<file path="src/rtl/mii_rx_pkg.sv">
package mii_rx_pkg;
  localparam int NIB_W_DEF = 4;

  typedef enum logic [0:0] {
    ST_HUNT = 1'b0,
    ST_DATA = 1'b1
  } rx_state_e;
endpackage

</file>
<file path="src/rtl/mii_rx_sfd_hunt.sv">
// Frame-state tracker: discards preamble, finds the delimiter, and reports
// the end of a framed window.
module mii_rx_sfd_hunt
  import mii_rx_pkg::*;
#(
  parameter int               NIB_W   = NIB_W_DEF,
  parameter logic [NIB_W-1:0] PRE_NIB = 4'h5,
  parameter logic [NIB_W-1:0] SFD_NIB = 4'hD
) (
  input  logic             clk,
  input  logic             rst,
  input  logic             dv,
  input  logic [NIB_W-1:0] nib,
  output logic             in_data,
  output logic             sfd_hit,
  output logic             frame_end
);
  rx_state_e state_q;
  logic      prev_pre_q;

  assign in_data   = (state_q == ST_DATA);
  assign sfd_hit   = (state_q == ST_HUNT) && dv && prev_pre_q && (nib == SFD_NIB);
  assign frame_end = (state_q == ST_DATA) && !dv;

  always_ff @(posedge clk) begin
    if (rst) begin
      state_q    <= ST_HUNT;
      prev_pre_q <= 1'b0;
    end else begin
      case (state_q)
        ST_HUNT: begin
          prev_pre_q <= dv && (nib == PRE_NIB);
          if (sfd_hit) state_q <= ST_DATA;
        end
        default: begin
          prev_pre_q <= 1'b0;
          if (!dv) state_q <= ST_HUNT;
        end
      endcase
    end
  end
endmodule

</file>
<file path="src/rtl/mii_rx_nib_pair.sv">
// Pairs nibbles into bytes, earlier nibble in the low half.
module mii_rx_nib_pair #(
  parameter int NIB_W  = 4,
  localparam int BYTE_W = 2 * NIB_W
) (
  input  logic              clk,
  input  logic              rst,
  input  logic              take,
  input  logic              clear,
  input  logic [NIB_W-1:0]  nib,
  output logic              half,
  output logic              byte_done,
  output logic [BYTE_W-1:0] byte_val
);
  logic [NIB_W-1:0] low_q;
  logic             half_q;

  assign half      = half_q;
  assign byte_done = take && half_q;
  assign byte_val  = {nib, low_q};

  always_ff @(posedge clk) begin
    if (rst) begin
      half_q <= 1'b0;
      low_q  <= '0;
    end else if (clear) begin
      half_q <= 1'b0;
    end else if (take) begin
      if (!half_q) low_q <= nib;
      half_q <= !half_q;
    end
  end
endmodule

</file>
<file path="src/rtl/mii_rx_nibble_asm.sv">
module mii_rx_nibble_asm
  import mii_rx_pkg::*;
#(
  parameter int  NIB_W  = NIB_W_DEF,
  localparam int BYTE_W = 2 * NIB_W
) (
  input  logic              clk,
  input  logic              rst,
  input  logic              rx_dv,
  input  logic              rx_er,
  input  logic [NIB_W-1:0]  rxd,
  output logic              out_valid,
  output logic [BYTE_W-1:0] out_data,
  output logic              out_sof,
  output logic              out_eof,
  output logic              out_err,
  output logic              out_align
);
  logic              in_data, sfd_hit, frame_end;
  logic              half, byte_done;
  logic [BYTE_W-1:0] byte_val;

  logic [BYTE_W-1:0] held_q;
  logic              held_v_q;
  logic              first_q;
  logic              err_acc_q;

  mii_rx_sfd_hunt #(.NIB_W(NIB_W)) hunt_i (
    .clk       (clk),
    .rst       (rst),
    .dv        (rx_dv),
    .nib       (rxd),
    .in_data   (in_data),
    .sfd_hit   (sfd_hit),
    .frame_end (frame_end)
  );

  mii_rx_nib_pair #(.NIB_W(NIB_W)) pair_i (
    .clk       (clk),
    .rst       (rst),
    .take      (in_data && rx_dv),
    .clear     (frame_end),
    .nib       (rxd),
    .half      (half),
    .byte_done (byte_done),
    .byte_val  (byte_val)
  );

  always_ff @(posedge clk) begin
    if (rst) begin
      out_valid <= 1'b0;
      out_data  <= '0;
      out_sof   <= 1'b0;
      out_eof   <= 1'b0;
      out_err   <= 1'b0;
      out_align <= 1'b0;
      held_q    <= '0;
      held_v_q  <= 1'b0;
      first_q   <= 1'b0;
      err_acc_q <= 1'b0;
    end else begin
      out_valid <= 1'b0;
      out_sof   <= 1'b0;
      out_eof   <= 1'b0;
      out_err   <= 1'b0;
      out_align <= 1'b0;

      if (!rx_dv)     err_acc_q <= 1'b0;
      else if (rx_er) err_acc_q <= 1'b1;

      if (sfd_hit) begin
        first_q  <= 1'b1;
        held_v_q <= 1'b0;
      end

      if (byte_done) begin
        held_q   <= byte_val;
        held_v_q <= 1'b1;
        if (held_v_q) begin
          out_valid <= 1'b1;
          out_data  <= held_q;
          out_sof   <= first_q;
          first_q   <= 1'b0;
        end
      end

      if (frame_end) begin
        held_v_q <= 1'b0;
        first_q  <= 1'b0;
        if (held_v_q) begin
          out_valid <= 1'b1;
          out_data  <= held_q;
          out_sof   <= first_q;
          out_eof   <= 1'b1;
          out_err   <= err_acc_q;
          out_align <= half;
        end
      end
    end
  end
endmodule

</file>
<file path="config.mk">
export PLATFORM = sky130hd
export DESIGN_NAME = mii_rx_nibble_asm
export DESIGN_NICKNAME = d
export VERILOG_FILES = /design/src/rtl/mii_rx_pkg.sv /design/src/rtl/mii_rx_sfd_hunt.sv /design/src/rtl/mii_rx_nib_pair.sv /design/src/rtl/mii_rx_nibble_asm.sv
export SDC_FILE = /design/constraint.sdc
export NUM_CORES = 1
export LEC_CHECK = 0
export BUFFER_PORTS_ARGS = -buffer_cell sky130_fd_sc_hd__buf_2
export CAP_MARGIN = 20
export CORE_MARGIN = 3
export CORE_UTILIZATION = 33
export CTS_BUF_LIST = sky130_fd_sc_hd__clkbuf_8 sky130_fd_sc_hd__clkbuf_16
export DETAILED_ROUTE_END_ITERATION = 10
export GPL_ROUTABILITY_DRIVEN = 0
export GPL_TIMING_DRIVEN = 0
export PLACE_DENSITY_LB_ADDON = 0.15
export SLEW_MARGIN = 0
export SYNTH_ARGS = -nofsm -noshare
export SYNTH_HDL_FRONTEND = slang
export SYNTH_SLANG_ARGS = --single-unit
</file>
<file path="constraint.sdc">
create_clock -name clk -period 1.5 [get_ports clk]
set_clock_uncertainty 0.05 [all_clocks]
set_input_delay 0.075 -clock clk [delete_from_list [all_inputs] [get_ports clk]]
set_output_delay 0.075 -clock clk [all_outputs]
set_load 0.01 [all_outputs]
</file>
* After elaboration in Yosys (flattened, before gate mapping)
Cells that the tools add are included.
** Word-level totals
- Input port bits :: 8
- Memory bits (writable) :: 0
- Logic and storage cells :: 57
- Memory bits (read-only) :: 0
- Bits in latches :: 0
- Register bits :: 31
- Memories kept :: 0
** Operators by class
- Magnitude comparators :: 0
- $mul :: 0
- Muxes and demuxes :: 20
- Bitwise logic cells :: 5
- Shift operators :: 0
- Div/mod/pow operators :: 0
- Reductions and logical operators :: 16
- Add/sub/neg operators :: 0
- Equality and inequality tests :: 2
** Operators by type and width (count)
- $mux 8 :: 4
- $mux 1 :: 16
- $reduce_or 2->1 :: 4
- $logic_and 1x1->1 :: 7
- $not 1->1 :: 5
- $eq 4x3->1 const B :: 1
- $eq 4x4->1 const B :: 1
- $reduce_and 3->1 :: 1
- $reduce_or 3->1 :: 1
- $logic_not 1->1 :: 2
- $reduce_bool 2->1 :: 1

* Logic depth before layout (Yosys ltp)
Gate-level depths: netlist (run 1).
- Word-level depth :: 7
- Gate-level depth with buffers :: 5
- Mapped depth without buffers :: 3

* Cells and area by module
A second synthesis (run 1) with hierarchy kept.
** Second synthesis, totals
- Cells, all modules :: 120
- Area total of the unflattened synthesis :: 1300.0 um2
** By module, submodules not included
- mii_rx_nibble_asm :: seq. area each 480.5 um2, cells each 84, times used 1, area an instance 920.9 um2
- mii_rx_nib_pair :: seq. area each 100.1 um2, cells each 25, times used 1, area an instance 260.2 um2
- mii_rx_sfd_hunt :: seq. area each 40.0 um2, cells each 11, times used 1, area an instance 118.9 um2

* Worst setup path before layout (run 1)
OpenSTA, ideal clock, no wires.
- Path kind :: register to register
- From :: reg hunt_i.state_q (netlist: hunt_i.in_data)
- To :: reg first_q
- Slack :: 317 ps
- Data arrival time :: 1046 ps
- Stages on the path, launching flop included :: 5
- Path buffers :: 1
- Cells stage by stage :: dfxtp_1 > buf_6 > nand4bb_1 > or2_1 > a221oi_2
** On the way
- Cells in the longest elaborated chain, start to end :: 7
- Elaborated cells on any way between the ends :: 11
- Classes of those cells :: 3 x mux; 1 x bitwise; 7 x reduce/logical
** Ends and longest elaborated chain
- from (decl) :: line mii_rx_sfd_hunt.sv:18 : rx_state_e state_q;
- from (signal assigned) :: line mii_rx_sfd_hunt.sv:27 : state_q <= ST_HUNT;
- from (signal assigned) :: line mii_rx_sfd_hunt.sv:33 : if (sfd_hit) state_q <= ST_DATA;
- from (signal assigned) :: line mii_rx_sfd_hunt.sv:37 : if (!dv) state_q <= ST_HUNT;
- $not 1->1 :: line mii_rx_sfd_hunt.sv:22 : assign sfd_hit = (state_q == ST_HUNT) && dv && prev_pre_q && (nib == SFD_NIB);
- $logic_and 1x1->1 (3 in a row) :: line mii_rx_sfd_hunt.sv:22
- $mux 1 :: line mii_rx_nibble_asm.sv:71 : if (sfd_hit) begin
- $mux 1 :: line mii_rx_nibble_asm.sv:79 : if (held_v_q) begin
- $mux 1 :: line mii_rx_nibble_asm.sv:76 : if (byte_done) begin
- to (signal assigned) :: line mii_rx_nibble_asm.sv:72 : first_q <= 1'b1;
- to (signal assigned) :: line mii_rx_nibble_asm.sv:83 : first_q <= 1'b0;
- to (signal assigned) :: line mii_rx_nibble_asm.sv:89 : first_q <= 1'b0;
- to (decl) :: line mii_rx_nibble_asm.sv:25 : logic first_q;
Several ways; a longest one is shown, not always the timed one.
A chain may end at the register's enable or synchronous reset.

* Worst setup path in the final report (run 1)
- From :: reg pair_i.half_q (netlist: pair_i.half)
- To :: reg held_q[1]
** On the way
- Cells in the longest elaborated chain, start to end :: 1
** Ends and longest elaborated chain
- from (decl) :: line mii_rx_nib_pair.sv:16 : logic half_q;
- from (signal assigned) :: line mii_rx_nib_pair.sv:30 : half_q <= !half_q;
- $logic_and 1x1->1 :: line mii_rx_nib_pair.sv:19 : assign byte_done = take && half_q;
- to (signal assigned) :: line mii_rx_nibble_asm.sv:77 : held_q <= byte_val;
- to (decl) :: line mii_rx_nibble_asm.sv:23 : logic [BYTE_W-1:0] held_q;
Every way passes these cells.

==> results.yml, run 1 <==
status:
  status: "finished clean"
sta:
  min_period_over_period_pct: 88.3
  slew_violations: 0
  fin_tns_setup_ns: 0
  fmax_mhz: 755
  setup_viol: 0
  period_minus_slack_ns: 1.32
  hold_viol: 0
  tightest_slew_ns: 0.456
  grt_setup_unrepaired: "no"
  slew_headroom_pct: 69.6
synth:
  yosysTopAreaCell: "dfxtp_1"
  syn-num-nets: 132
  syn_avg_cell_area_um2: 9.21
  ys_top_cells_by_area: "dfxtp_1, a21oi_1, o2111ai_1"
  ys_types: 25
  synth_edf_count: 0
  yosysSeqAreaShare_pct: 54.3
  synth_ff_type: "dfxtp_1"
  syn_inst: 124
  synth_async_sr_flop_share_pct: 0
  synthTopCellsByCount: "dfxtp_1, a21oi_1, nand2_1"
  postSynthRegisterBits: 31
  synth.most_common_cell: "dfxtp_1"
  synth_top_area_share_pct: 54.3
  synth_area_um2: 1140
  yosysWarnings: 0
detailed_routing:
  drt-total-wl_mm: 2.33
  detail_route.first_pass.iterations: 4
  num_vias: 943
  drc_errors: 0
  drt_iter0_markers: 21
  ant_nets: 0
  wl_per_cell_um: 11.9
  vias_per_cell: 4.81
floorplanning:
  start_util_pct: 35.9
  io-pin-count: 21
  dieArea_um2: 4200
  fp.dieH_um: 64.8
  rows: 20
  chipWidth_um: 64.8
  core_area_um2: 3180
pwr:
  total_power_w: 0.00158
  power_leakage_nw: 0.559
  powerDensity_nw_per_um2: 1120
  vdd_ir_drop_max_uv: 488
grt:
  grt_use_met2_pct: 18.1
  grt_pass1_vias: 883
  grt_max_degree: 11
  grtUsageMet3_pct: 4.16
  grt_util_met1_pct: 16.8
  grt_use_total_pct: 13.0
  antenna_found_initial: 0
  grt-busiest-layer: "met2"
  grt_pass1_wl_mm: 4.04
  gr-total-overflow: 0
clock_network:
  clk_latency_ns: 0.28
  numCtsBuffers: 5
  post_cts_buffers: 0
  cts_root_buf: "clkbuf_8"
  clk_pin_slew_ns: 0.06
  cts_tree: "built"
  clockBufferDepth: 2
  cts_sinks: 31
  htree_levels: 2
setup_path:
  end_kind: "flop"
  cp.required_ns: 1.60
  critPathArrivalTime_ns: 1.42
  crit_path_start_kind: "flop"
  critical_path.max_fanout: 10
  path_class: "reg2reg"
placement:
  numPortBuffers: 18
  place_area_um2: 1290
  dp.final_hpwl_mm: 1.67
layout:
  num_antenna_cells: 0
  layout-drive-gt1-share_pct: 21.1
  nets: 159
  fin_util_pct: 44.3
  design_area_um2: 1410
  area_delta_synth_final_pct: 23.2
job:
  maxCapViolCount: 0
hold_path:
  min_path_type: "in2reg"
## power by group
group	total [W]	leakage (nW)	internal [W]	switching, W
clock network	0.000701	0.0557	0.000411	0.000290
logic	0.0000485	0.254	0.0000170	0.0000314
registers	0.000826	0.250	0.000825	0.000000598
total	0.00158	0.559	0.00125	0.000322
## kinds of logic (layout without fill, tap and decap cells)
kind of cell    count (synthesis)  count (layout)  synth area share [%]
buf+inv                        12              40                  5.04
compound gates                 38              38                  20.4
mux                             4               4                  3.51
flops                          31              31                  54.3
simple gates                   39              39                  16.8
## cell type report
class	count	area (um^2)
Buffer	10	50.0
Clock inverter	1	3.75
Fill cell	346	1770
Tap cell	44	55.1
Sequential cell	31	621
Multi-Input combinational cell	81	464
Timing Repair Buffer	20	110
Clock buffer	7	96.3
Inverter	2	7.51
## final timing paths
check / end / cells past startpoint / start / slack (ns)
min reg2reg: held_q[2] / 2 / pair_i.low_q[2] / 0.40
max: held_q[1] / 4 / pair_i.half / 0.18
max reg2reg: held_q[1] / 4 / pair_i.half / 0.18
min: held_q[6] / 3 / rxd[2] / 0.01
## metal layers
| layer | share of wire, % | vias to the layer above |
|---|---|---|
| met5 | 0 | - |
| li1 | - | 493 |
| met4 | 2.0 | 0 |
| met3 | 4.6 | 4 |
| met1 | 49 | 426 |
| met2 | 44 | 20 |
## what timing repair did
item	4_1_cts	5_1_grt
endpoints found under the hold margin	2	0
hold buffers	2	0
gates resized for setup	0	0
## layout by cell type, fill, tap and decap left out, drive strengths merged, types with 2 or more instances in the layout
cell         Yosys  final
dfxtp           31     31
mux2i            4      4
clkbuf           5     12
dlygate4sd3      0      2
nand3            2      2
and2             2      2
buf              5     23
o21ai            9      9
nand2           18     18
o2111ai          8      8
a21oi           19     19
nor3             2      2
nor2             6      6
inv              1      2
nand2b           2      2
## worst max-delay path: stages (launching register included)
cell	delay, ns
dfxtp_1	0.39
buf_2	0.22
nand3_1	0.30
nand2_1	0.16
a21oi_1	0.07
## stage by stage
stage | hold WS, ns | worst slack (ns) | instances
CTS | 0.0109 | 0.178 | 196
global route | 0.0258 | 0.0270 | 196
global placement | 0.232 | 0.212 | 186
floorplan | 0.104 | 0.317 | 124
detailed placement | 0.236 | 0.185 | 186
finish | 0.0105 | 0.175 | 196
(Power assumes the default switching activity.)
==> run 2: changes to the inputs <==
--- a/config.mk
+++ b/config.mk
@@ -5,6 +5,7 @@
 export SDC_FILE = /design/constraint.sdc
 export NUM_CORES = 1
 export LEC_CHECK = 0
+export ABC_AREA = 1
 export BUFFER_PORTS_ARGS = -buffer_cell sky130_fd_sc_hd__buf_2
 export CAP_MARGIN = 20
 export CORE_MARGIN = 3
==> run 2 against run 1 <==
Net effect:
- critical path depth up 2
- power is 0.58% lower
- clock power about the same
- die area grew 3.6%
- largest cell class unchanged
- non-clock buffer count shrank 4
- largest power group unchanged
- first-iteration DRC count increased by 90%
- global-route usage about the same
==> results.yml, run 2 <==
layout:
  nets: 184
  register_area_um2: 621
  design_area_um2: 1450
  layout_common_cells: "nor2_1, dfxtp_1, buf_2"
  multiInputGateArea_um2: 459
  stdcell_count: 223
  num_antenna_cells: 0
  area_delta_synth_final_pct: 22.1
  layout-drive-gt1-share_pct: 24.3
  fillers: 360
synth:
  synth_edf_count: 0
  syn_avg_cell_area_um2: 7.97
  synth_async_sr_flop_share_pct: 0
  ys_types: 18
  synthTopCellsByCount: "dfxtp_1, nor2_1, nand2_1"
  synth_area_um2: 1190
  syn-num-nets: 157
  synth_top_area_share_pct: 52.3
  yosysSeqAreaShare_pct: 52.3
  yosysWarnings: 0
  postSynthRegisterBits: 31
  ys_top_cells_by_area: "dfxtp_1, nor2_1, o21ai_0"
  syn_inst: 149
  yosysTopAreaCell: "dfxtp_1"
  synth_ff_type: "dfxtp_1"
hold_path:
  min_path_type: "in2reg"
  hp-start: "rxd[0]"
  worstHoldPathCells: 3
  holdPathEnd: "pair_i.low_q[0]"
status:
  status: "finished clean"
clock_network:
  cts_hold_buffers: 1
  clockBufferDepth: 2
  cts_tree: "built"
  post_cts_buffers: 0
  clk_pin_slew_ns: 0.06
  htree_levels: 2
  cts.repair.resized: 0
  numCtsBuffers: 5
  cts_sinks: 31
  cts_root_buf: "clkbuf_8"
  clk_latency_ns: 0.28
detailed_routing:
  ant_nets: 0
  detail_route.first_pass.iterations: 4
  vias_per_cell: 4.53
  wl_per_cell_um: 10.8
  wl_met3_um: 144
  met1_length_mm: 1.20
  wl_met2_mm: 1.01
  drt_iter0_markers: 40
  maxUsedRoutingLayer: "met4"
  drt-total-wl_mm: 2.41
  num_vias: 1011
  drc_errors: 0
sta:
  fmax_mhz: 746
  fin_tns_setup_ns: 0
  slew_violations: 0
  min_period_over_period_pct: 89.4
  period_minus_slack_ns: 1.34
  tightest_slew_ns: 0.347
  worst_slack_ns: 0.159
  grt_setup_unrepaired: "no"
  hold_viol: 0
  slew_headroom_pct: 76.9
  setup_viol: 0
pwr:
  power_leakage_nw: 0.712
  vdd_ir_drop_max_uv: 451
  powerDensity_nw_per_um2: 1080
  total_power_w: 0.00157
placement:
  place_area_um2: 1340
  numPlacedInstances: 214
  post-place-ws_ns: 0.186
  dp.final_hpwl_mm: 1.73
  numPortBuffers: 19
setup_path:
  reg2reg_setup_slack_ns: 0.16
  cp.required_ns: 1.62
  critical_path.max_fanout: 10
  critPathArrivalTime_ns: 1.46
  crit_path_start_kind: "flop"
  end_kind: "flop"
  path_class: "reg2reg"
  r2r_cells: 6
  r2r-start: "hunt_i.in_data"
floorplanning:
  dieArea_um2: 4350
  io-pin-count: 21
  chipWidth_um: 66.0
  core_area_um2: 3390
  fp.dieH_um: 66.0
  start_util_pct: 35.0
  rows: 21
grt:
  grt_max_degree: 11
  gr-total-overflow: 0
  grt_pass1_wl_mm: 4.13
  antenna_found_initial: 0
  grt_pass1_vias: 863
  grt_use_total_pct: 13.0
job:
  maxCapViolCount: 0
[run 2: cell types whose count changed in the layout (fill, tap and decap cells not counted), moves of 4 or more]
cell,before,now
mux2i_1,4,0
a21oi_2,0,5
clkbuf_1,5,1
o2111ai_1,8,0
nand3_1,2,9
inv_1,2,17
a21oi_1,19,11
o21ai_0,9,13
nor2_1,6,31
[run 2: how the worst max path moves through the flow]
stage                         startpoint    to  depth (start not counted)
after floorplan           hunt_i.in_data  flop                          6
after global placement    hunt_i.in_data  flop                          6
after detailed placement  hunt_i.in_data  flop                          6
after CTS                 hunt_i.in_data  flop                          6
after global routing            held_v_q  flop                          4
final                     hunt_i.in_data  flop                          6
[run 2: cell type report]
| type | count | share of cell area (%) |
|---|---|---|
| Clock buffer | 7 | 6.64 |
| Sequential cell | 31 | 42.8 |
| Multi-Input combinational cell | 95 | 31.7 |
| Clock inverter | 1 | 0.259 |
| Buffer | 6 | 3.02 |
| Timing Repair Buffer | 20 | 7.25 |
| Inverter | 17 | 4.40 |
| Tap cell | 46 | 3.97 |
[run 2: kinds of logic (layout without fill, tap and decap cells)]
logic type / Yosys count / count (layout) / synth area share (%)
simple gates: 66 / 66 / 24.9
flops: 31 / 31 / 52.3
compound gates: 29 / 29 / 13.8
buf+inv: 23 / 51 / 9.06
[run 2: through the flow]
step / utilization [%] / hold WS, ns
6_report: 42.8 / 0.0116
4_1_cts: 42.8 / 0.00635
2_1_floorplan: - / 0.154
3_5_place_dp: 39.5 / 0.259
5_1_grt: 42.8 / 0.0100
3_3_place_gp: 39.5 / 0.250
[run 2: worst max-delay path, stage by stage (launching register included)]
cell,delay (ns)
dfxtp_1,0.41
inv_2,0.07
nor2_2,0.19
nand2_4,0.14
buf_6,0.18
a21oi_1,0.15
nor2_1,0.06
[run 2: routing by layer]
layer / up-vias / global-route usage, %
li1: 526 / -
met2: 24 / 16.9
met4: 0 / 7.61
met1: 455 / 17.5
met3: 6 / 5.61
met5: - / 0
[run 2: power breakdown]
group	internal, W	total [W]	switching, W
Sequential	0.000825	0.000826	0.000000662
Clock	0.000411	0.000700	0.000289
Combinational	0.0000147	0.0000409	0.0000263
Total	0.00125	0.00157	0.000315
==> run 3: changes to the inputs <==
--- a/config.mk
+++ b/config.mk
@@ -5,7 +5,6 @@
 export SDC_FILE = /design/constraint.sdc
 export NUM_CORES = 1
 export LEC_CHECK = 0
-export ABC_AREA = 1
 export BUFFER_PORTS_ARGS = -buffer_cell sky130_fd_sc_hd__buf_2
 export CAP_MARGIN = 20
 export CORE_MARGIN = 3
@@ -14,7 +13,7 @@
 export DETAILED_ROUTE_END_ITERATION = 10
 export GPL_ROUTABILITY_DRIVEN = 0
 export GPL_TIMING_DRIVEN = 0
-export PLACE_DENSITY_LB_ADDON = 0.15
+export PLACE_DENSITY = 0.6
 export SLEW_MARGIN = 0
 export SYNTH_ARGS = -nofsm -noshare
 export SYNTH_HDL_FRONTEND = slang
==> run 3 against run 2 <==
Net effect:
- maximum frequency rose by 1.8%
- global-route usage increased by 0.35 points
- setup slack gained 0.023 ns
- critical path type unchanged
==> results.yml, run 3 (synthesized netlist as in run 1, its figures left out) <==
clock_network:
  numCtsBuffers: 5
  cts_hold_buffers: 2
  cts_sinks: 31
  clk_pin_slew_ns: 0.06
  clk_latency_ns: 0.28
  cts.repair.resized: 0
  cts_tree: "built"
  post_cts_buffers: 0
  htree_levels: 2
  cts_root_buf: "clkbuf_8"
  clockBufferDepth: 2
setup_path:
  crit_family: "simple AND/OR/NAND/NOR gates"
  cp_slowest_cell: "dfxtp_1"
  cp.required_ns: 1.60
  path_class: "reg2reg"
  critPathArrivalTime_ns: 1.41
  critical_path.max_fanout: 10
  crit_path_start_kind: "flop"
  critical_path_buf_inv_count: 1
  slowest_delay_ns: 0.38
  end_kind: "flop"
  worstPathCellList: "buf_2 > nand3_1 > nand2_1 > a21oi_1"
grt:
  grt_pass1_vias: 921
  grt_use_total_pct: 13.4
  grt_pass1_wl_mm: 4.16
  grt_max_degree: 11
  gr-total-overflow: 0
  antenna_found_initial: 0
floorplanning:
  io-pin-count: 21
  fp.dieH_um: 64.8
  start_util_pct: 35.9
  rows: 20
  dieArea_um2: 4200
  chipWidth_um: 64.8
  core_area_um2: 3180
layout:
  area_delta_synth_final_pct: 21.6
  nets: 159
  fillers: 330
  design_area_um2: 1390
  layout-drive-gt1-share_pct: 20.4
  num_antenna_cells: 0
  layout_common_cells: "dfxtp_1, buf_2, a21oi_1"
  mostFrequentLayoutCell: "dfxtp_1"
detailed_routing:
  vias_per_cell: 4.81
  drt-total-wl_mm: 2.33
  detail_route.first_pass.iterations: 4
  wl_per_cell_um: 11.9
  drt_iter0_markers: 41
  drc_errors: 0
  ant_nets: 0
  num_vias: 943
sta:
  slew_violations: 0
  hold_viol: 0
  hold_slack_ns: 0.0100
  tightest_slew_ns: 0.446
  period_minus_slack_ns: 1.32
  setup_viol: 0
  slew_headroom_pct: 70.3
  min_period_over_period_pct: 87.9
  fmax_mhz: 759
  grt_setup_unrepaired: "no"
  fin_tns_setup_ns: 0
pwr:
  powerDensity_nw_per_um2: 1060
  power_leakage_nw: 0.554
  vdd_ir_drop_max_uv: 531
placement:
  numPortBuffers: 18
  dp.final_hpwl_mm: 1.70
  place_area_um2: 1290
hold_path:
  min_path_type: "in2reg"
job:
  maxCapViolCount: 0
status:
  status: "finished clean"
-- run 3: per-layer routing --
layer  share of wire (%)  routed length [um]  vias up  GRT usage, %
met1                  48                1130      425          16.4
met2                  44                1020       21          19.8
met4                0.90                  21        0          4.75
li1                    -                   -      493             -
met3                 6.8                 158        4          6.93
met5                   0                   0        -             0
-- run 3: path summary, 6_finish.rpt --
check	slack [ns]	endpoint	startpoint	depth (start not counted)
worst min register to register	0.40	held_q[2]	pair_i.low_q[2]	2
worst max-delay path	0.18	held_q[1]	pair_i.half	4
worst min-delay path	0.01	held_q[6]	rxd[2]	3
worst max register to register	0.18	held_q[1]	pair_i.half	4
-- run 3: power breakdown --
part / total (W) / internal, W / leakage (nW) / switching, W
registers: 0.000826 / 0.000825 / 0.250 / 0.000000571
logic: 0.0000484 / 0.0000171 / 0.254 / 0.0000314
clock network: 0.000596 / 0.000311 / 0.0505 / 0.000285
-- run 3: through the flow --
stage | std cells | utilization [%] | power [W] | worst slack [ns]
2_1_floorplan | 124 | - | 0.000870 | 0.317
3_3_place_gp | 186 | 40.5 | 0.000887 | 0.226
3_5_place_dp | 186 | 40.5 | 0.000888 | 0.197
4_1_cts | 196 | 43.7 | 0.00149 | 0.183
5_1_grt | 196 | 43.7 | 0.00155 | 0.00844
6_report | 196 | 43.7 | 0.00147 | 0.182
-- run 3: tightest hold or removal path, stage by stage --
cell and delay (ns):
buf_2 0.12, nand2_1 0.05, a21oi_1 0.05
-- run 3: area by class of cell --
type / instances / area (um^2) / area share, %
Clock inverter: 3 / 12.5 / 0.901
Tap cell: 44 / 55.1 / 3.96
Clock buffer: 5 / 68.8 / 4.95
Timing Repair Buffer: 20 / 110 / 7.93
Multi-Input combinational cell: 81 / 464 / 33.4
Inverter: 2 / 7.51 / 0.541
Buffer: 10 / 50.0 / 3.60
Sequential cell: 31 / 621 / 44.7
